## src/rtl/clkfrm_pkg.sv

```systemverilog
package clkfrm_pkg;
   typedef enum logic [1:0] {
      REF_XTAL = 2'd0,
      REF_BUS  = 2'd1,
      REF_DPLL = 2'd2
   } ref_sel_e;

   localparam logic [2:0] MODE_MASTER = 3'd0;
   localparam logic [2:0] MODE_SLAVE  = 3'd4;

   // prescale ratio for the crystal path; only mode 0 honours the code
   function automatic logic [2:0] xtal_ratio(input logic [2:0] mode, input logic [1:0] sel);
      if (mode != MODE_MASTER) return 3'd4;
      case (sel)
         2'd1:    return 3'd2;
         2'd2:    return 3'd1;
         default: return 3'd4;
      endcase
   endfunction
endpackage

```

## src/rtl/clkfrm_mode_dec.sv

```systemverilog
module clkfrm_mode_dec
   import clkfrm_pkg::*;
(
   input  logic [2:0] mode,
   input  logic       master_en,
   output ref_sel_e   ref_sel,
   output logic [1:0] dpll_src,
   output logic       slave,
   output logic       drive
);
   always_comb begin
      slave = (mode == MODE_SLAVE);
      if (mode == MODE_MASTER)
         ref_sel = REF_XTAL;
      else if (slave)
         ref_sel = REF_BUS;
      else
         ref_sel = REF_DPLL;
      dpll_src = (ref_sel == REF_DPLL) ? mode[1:0] : 2'd0;
      drive    = master_en & ~slave;
   end
endmodule

```

## src/rtl/clkfrm_prescale.sv

```systemverilog
module clkfrm_prescale #(
   parameter int MAX_DIV = 4
) (
   input  logic       clk,
   input  logic       rst_n,
   input  logic       xclk_tick,
   input  logic [2:0] ratio,
   output logic       tick_o
);
   localparam int PRE_W = (MAX_DIV > 2) ? $clog2(MAX_DIV) : 1;

   if (MAX_DIV < 4 || MAX_DIV > 7) begin : g_bad_div
      $error("clkfrm_prescale: MAX_DIV must lie in 4..7");
   end

   logic [PRE_W-1:0] pc;
   logic             wrap;

   assign wrap   = (3'(pc) >= (ratio - 3'd1));
   assign tick_o = xclk_tick & wrap;

   always_ff @(posedge clk or negedge rst_n) begin
      if (!rst_n)
         pc <= '0;
      else if (xclk_tick)
         pc <= wrap ? '0 : pc + 1'b1;
   end
endmodule

```

## src/rtl/clkfrm_bus_sync.sv

```systemverilog
module clkfrm_bus_sync #(
   parameter int STAGES = 2
) (
   input  logic clk,
   input  logic rst_n,
   input  logic f0_n_i,
   output logic fall_o
);
   if (STAGES < 1) begin : g_bad_stages
      $error("clkfrm_bus_sync: STAGES must be at least 1");
   end

   logic [STAGES-1:0] sh;
   logic              prev;

   if (STAGES == 1) begin : g_single
      always_ff @(posedge clk or negedge rst_n) begin
         if (!rst_n) sh <= '1;
         else        sh <= f0_n_i;
      end
   end else begin : g_chain
      always_ff @(posedge clk or negedge rst_n) begin
         if (!rst_n) sh <= '1;
         else        sh <= {sh[STAGES-2:0], f0_n_i};
      end
   end

   always_ff @(posedge clk or negedge rst_n) begin
      if (!rst_n) prev <= 1'b1;
      else        prev <= sh[STAGES-1];
   end

   assign fall_o = prev & ~sh[STAGES-1];
endmodule

```

## src/rtl/clkfrm_counter.sv

```systemverilog
module clkfrm_counter #(
   parameter int FRAME_LEN = 2048
) (
   input  logic                         clk,
   input  logic                         rst_n,
   input  logic                         mst_en,
   input  logic                         slave,
   input  logic                         sync_req,
   output logic [$clog2(FRAME_LEN)-1:0] cnt,
   output logic                         clk4,
   output logic                         clk2,
   output logic                         frame,
   output logic                         f0b
);
   localparam int CNT_W = $clog2(FRAME_LEN);
   localparam logic [CNT_W-1:0] EDGE_LO = CNT_W'(FRAME_LEN - 2);

   if (FRAME_LEN < 16 || (FRAME_LEN & (FRAME_LEN - 1)) != 0) begin : g_bad_len
      $error("clkfrm_counter: FRAME_LEN must be a power of two, at least 16");
   end

   logic pend;
   logic want;
   logic load;

   assign want = slave & (pend | sync_req);
   assign load = want & mst_en;

   always_ff @(posedge clk or negedge rst_n) begin
      if (!rst_n) begin
         cnt  <= '0;
         pend <= 1'b0;
      end else begin
         pend <= want & ~mst_en;
         if (load)
            cnt <= '0;
         else if (mst_en)
            cnt <= cnt + 1'b1;
      end
   end

   assign clk4  = cnt[1];
   assign clk2  = cnt[2];
   assign frame = (cnt == '0);
   assign f0b   = ~((cnt >= EDGE_LO) || (cnt <= CNT_W'(1)));
endmodule

```

## src/rtl/clkfrm_gen.sv

```systemverilog
module clkfrm_gen
   import clkfrm_pkg::*;
#(
   parameter int FRAME_LEN   = 2048,
   parameter int SYNC_STAGES = 2,
   parameter int MAX_DIV     = 4
) (
   input  logic       clk,
   input  logic       rst_n,
   input  logic       mst_en,
   input  logic       xclk_tick,
   input  logic [2:0] mode,
   input  logic [1:0] xtal_sel,
   input  logic       master_en,
   input  logic       bus_f0_n,
   output logic       clk4_o,
   output logic       clk2_o,
   output logic       frame_o,
   output logic       f0b_o,
   output logic       bus_drive_o,
   output logic [1:0] ref_sel_o,
   output logic [1:0] dpll_src_o,
   output logic       xref_tick_o
);
   localparam int CNT_W = $clog2(FRAME_LEN);

   ref_sel_e         ref_sel;
   logic             slave;
   logic             bus_fall;
   logic [CNT_W-1:0] cnt;

   clkfrm_mode_dec u_dec (
      .mode      (mode),
      .master_en (master_en),
      .ref_sel   (ref_sel),
      .dpll_src  (dpll_src_o),
      .slave     (slave),
      .drive     (bus_drive_o)
   );

   clkfrm_bus_sync #(.STAGES(SYNC_STAGES)) u_sync (
      .clk    (clk),
      .rst_n  (rst_n),
      .f0_n_i (bus_f0_n),
      .fall_o (bus_fall)
   );

   clkfrm_counter #(.FRAME_LEN(FRAME_LEN)) u_cnt (
      .clk      (clk),
      .rst_n    (rst_n),
      .mst_en   (mst_en),
      .slave    (slave),
      .sync_req (bus_fall),
      .cnt      (cnt),
      .clk4     (clk4_o),
      .clk2     (clk2_o),
      .frame    (frame_o),
      .f0b      (f0b_o)
   );

   clkfrm_prescale #(.MAX_DIV(MAX_DIV)) u_pre (
      .clk       (clk),
      .rst_n     (rst_n),
      .xclk_tick (xclk_tick),
      .ratio     (xtal_ratio(mode, xtal_sel)),
      .tick_o    (xref_tick_o)
   );

   assign ref_sel_o = ref_sel;
endmodule

```

## config.mk

```make
export PLATFORM = sky130hd
export DESIGN_NAME = clkfrm_gen
export DESIGN_NICKNAME = d
export VERILOG_FILES = /design/src/rtl/clkfrm_pkg.sv /design/src/rtl/clkfrm_mode_dec.sv /design/src/rtl/clkfrm_prescale.sv /design/src/rtl/clkfrm_bus_sync.sv /design/src/rtl/clkfrm_counter.sv /design/src/rtl/clkfrm_gen.sv
export SDC_FILE = /design/constraint.sdc
export NUM_CORES = 1
export LEC_CHECK = 0
export BUFFER_PORTS_ARGS = -buffer_cell sky130_fd_sc_hd__buf_2
export CAP_MARGIN = 20
export CORE_MARGIN = 2
export CORE_UTILIZATION = 30
export CTS_CLUSTER_DIAMETER = 80
export DETAILED_ROUTE_END_ITERATION = 6
export HOLD_SLACK_MARGIN = 0.02
export PLACE_DENSITY = 0.47
export SLEW_MARGIN = 30
export SYNTH_ARGS = -nofsm -noshare
export SYNTH_HDL_FRONTEND = slang
export SYNTH_SLANG_ARGS = --single-unit
```

## constraint.sdc

```tcl
create_clock -name clk -period 2.7 [get_ports clk]
set_input_delay 0.54 -clock clk [delete_from_list [all_inputs] [get_ports clk]]
set_output_delay 0.54 -clock clk [all_outputs]
set_load 0.05 [all_outputs]
```

==> impl_metrics.tcl <==
set metrics [dict create \
    outcome "completed" \
    hold_buffers 0 \
    vias_per_cell 4.73 \
    dpl.cell_count 172 \
    antenna_cells 0 \
    r2r_start "u_cnt.cnt[1]" \
    synth_fa_ha_area_frac 0.109 \
    grt_pass1_wl_mm 3.63 \
    worst_path_largest_cell_delay_ps 260 \
    ios 21 \
    skew_ps 1.85 \
    path_clk_slew_ps 100 \
    die_area_um2 3940 \
    synthCells 107 \
    ff2ff_setup_slack_ps 1200 \
    crit_slowest_cell "ha_1" \
    cts_buffers 3 \
    core_um2 3340 \
    die_y_um 62.8 \
    dieWidth_um 62.8 \
    power_density_nw_per_um2 705 \
    regArea_um2 429 \
    synth_fp_nets 127 \
    mostFrequentLayoutCell "buf_2" \
    use_met3 0.0216 \
    synth_compound_area_frac 0.133 \
    grt_max_degree 19 \
    place_area_um2 1210 \
    vias 833 \
    grt-busiest-layer "met2" \
    first_pass_iters 4 \
    fin_cells 176 \
    hp-class "input pin to async pin" \
    syn_avg_cell_area_um2 9.68 \
    cts.sinks 17 \
    crit_type "input pin to output pin" \
    start_util 0.310 \
    rows 21 \
    ys_seq_area_frac 0.414 \
    yosysUniqueCellTypes 36 \
    cts_max_level 1 \
    ys_warn_count 0 \
    ctsRootBufferMaster "clkbuf_4" \
    drc 0 \
    grt_overflow_total 0 \
    critPathRequiredTime_ps 2160 \
    slew_headroom 0.685 \
    fmax_mhz 380 \
    grt_use_total 0.114 \
    drv_slew 0 \
    synth-simple-area-share 0.240 \
    gp_congestion 0.759 \
    use_met2 0.185 \
    drv_cap 0 \
    grt_pass1_vias 815 \
    power_leakage_nw 0.561 \
    place_ws_ps -25.4 \
    ir_drop_v 0.000402 \
    antenna_found_initial 0 \
    hold_slack_ps 147 \
    synth-seq-cells 17 \
    cts_setup_buffers 0 \
    insertion_delay_ps 290 \
    cp_top_family "simple AND/OR/NAND/NOR gates" \
    period_minus_slack_ps 2630 \
    drtAntennaViolNets 0 \
    fillers 355 \
    stdcell_area_um2 1270 \
    wl_per_cell_um 11.6 \
    gr-usage-met1 0.148 \
    start_kind "input pin" \
    portBuffers 20 \
    nets 151 \
    tightest_slew_ps 470 \
    synth.area.mux_share 0 \
    fin_crit_sh 0.975 \
    critPathArrivalTime_ps 2090 \
    area_growth_pct 23.1 \
    endpoint_kind "output pin" \
    multi_input_area_um2 606 \
    post-dp-hpwl_mm 1.51 \
    cp_cell_sequence "buf_2, or2_4, nor2_4, nand2_1, buf_4, ha_1, nand2b_1, a21oi_2, nor3b_4, buf_6" \
    routed_wl_mm 2.04 \
    cts_tree "yes" \
    synth_top_family_by_area "simple AND/OR/NAND/NOR gates" \
    worstSetupStartpoint "mode[0]" \
    drive_above_1_share 0.308 \
    setup_ws_ps 68.8 \
    netlist_area_um2 1040 \
    setup_viol 0 \
    drtIter0Drc 15 \
    cts_max_path_buffers 2 \
    layout_common_cells "19 x buf_2, 14 x dfrtp_1, 8 x nand2_1" \
    crit_fanout 2 \
    hold_viol 0 \
    cp.buffers_inverters 3 \
    synth_xor_xnor_area_share 0.0592 \
]
flip-flops by register name (all words and copies together), names as in the netlist:
signal / count
u_cnt.cnt: 11
u_cnt.pend: 1
u_pre.pc: 2
u_sync.prev: 1
u_sync.sh: 2
final cells by class:
class,count,share of cell area
sequential,17,0.337
multi-input combinational,80,0.475
tap,46,0.0451
clock inverter,1,0.00393
timing repair buffer,24,0.107
clock buffer,3,0.0177
inverter,5,0.0147
worst register-to-register path, delay by kind of cell (launching register included):
family	cells	cell delay [ps]
AO/OA/AOI/OAI	2	260
adder cells (fa/ha/maj)	1	290
AND/OR/NAND/NOR	2	420
flip-flops	1	460
metal layers:
metal  up-vias  wire length, um
li1        417                -
met1       397              978
met2        14              977
met3         5               49
met4         0               38
met5         -                0
what timing repair did:
| item | in CTS | in global routing |
|---|---|---|
| resized for setup | 1 | 5 |
| endpoints found under the setup margin | 1 | 1 |
| pin swaps | 0 | 1 |
| endpoints found under the hold margin | 0 | 0 |
power by group:
part / internal [mW] / total (mW) / switching [mW]
sequential: 0.309 / 0.385 / 0.0756
clock: 0.0552 / 0.137 / 0.0817
combinational: 0.145 / 0.377 / 0.232
per-stage QoR:
stage | total power [mW] | util | setup TNS (ps)
after CTS | 0.884 | 0.371 | 0
after global placement | 0.732 | 0.362 | 0
after global routing | 0.966 | 0.382 | -23.4
after detailed placement | 0.744 | 0.362 | -25.4
final | 0.899 | 0.382 | 0
after floorplan | 0.644 | - | -19.3
cells in the mapped netlist:
cell       count  share of area
dfrtp_1       14           0.34
ha_1           9           0.11
nand2_1        8          0.029
nor2_1         8          0.029
a21oi_1        6          0.029
inv_1          5          0.018
o21ai_0        5          0.024
xnor2_1        5          0.042
nand2b_1       4          0.024
nand3_1        4          0.019
clkbuf_1       3          0.011
dfstp_2        3          0.076
o21ai_1        3          0.014
o2bb2ai_1      3          0.025
and3_1         2          0.012
nand4_1        2          0.012
nor3_1         2         0.0097
nor4_1         2          0.012
xor2_1         2          0.017
a21bo_1        1         0.0097
a22o_1         1         0.0085
and2_1         1         0.0060
and2b_1        1         0.0072
buf_2          1         0.0048
buf_6          1          0.011
nand4b_1       1         0.0085
nor2b_1        1         0.0060
nor3_2         1         0.0097
nor3b_1        1         0.0072
nor3b_2        1          0.012
nor3b_4        1          0.018
nor4_2         1          0.012
o211ai_1       1         0.0072
o21a_1         1         0.0072
o21bai_1       1         0.0072
or2_2          1         0.0060
final timing paths:
kind	end	depth (start not counted)
setup / recovery	xref_tick_o	10
hold / removal	u_cnt.cnt[10]	1
max in group asynchronous	u_sync.sh[1]	1
min in group clk	u_sync.sh[0]	1
hold reg to reg	u_sync.sh[1]	0
setup reg to reg	u_cnt.cnt[6]	5
cells by family after synthesis:
family,Yosys count
simple gates,42
compound gates,22
flops,17
buf+inv,10
fa+ha+maj,9
xor+xnor,7
Power figures use the tool's default switching activity.
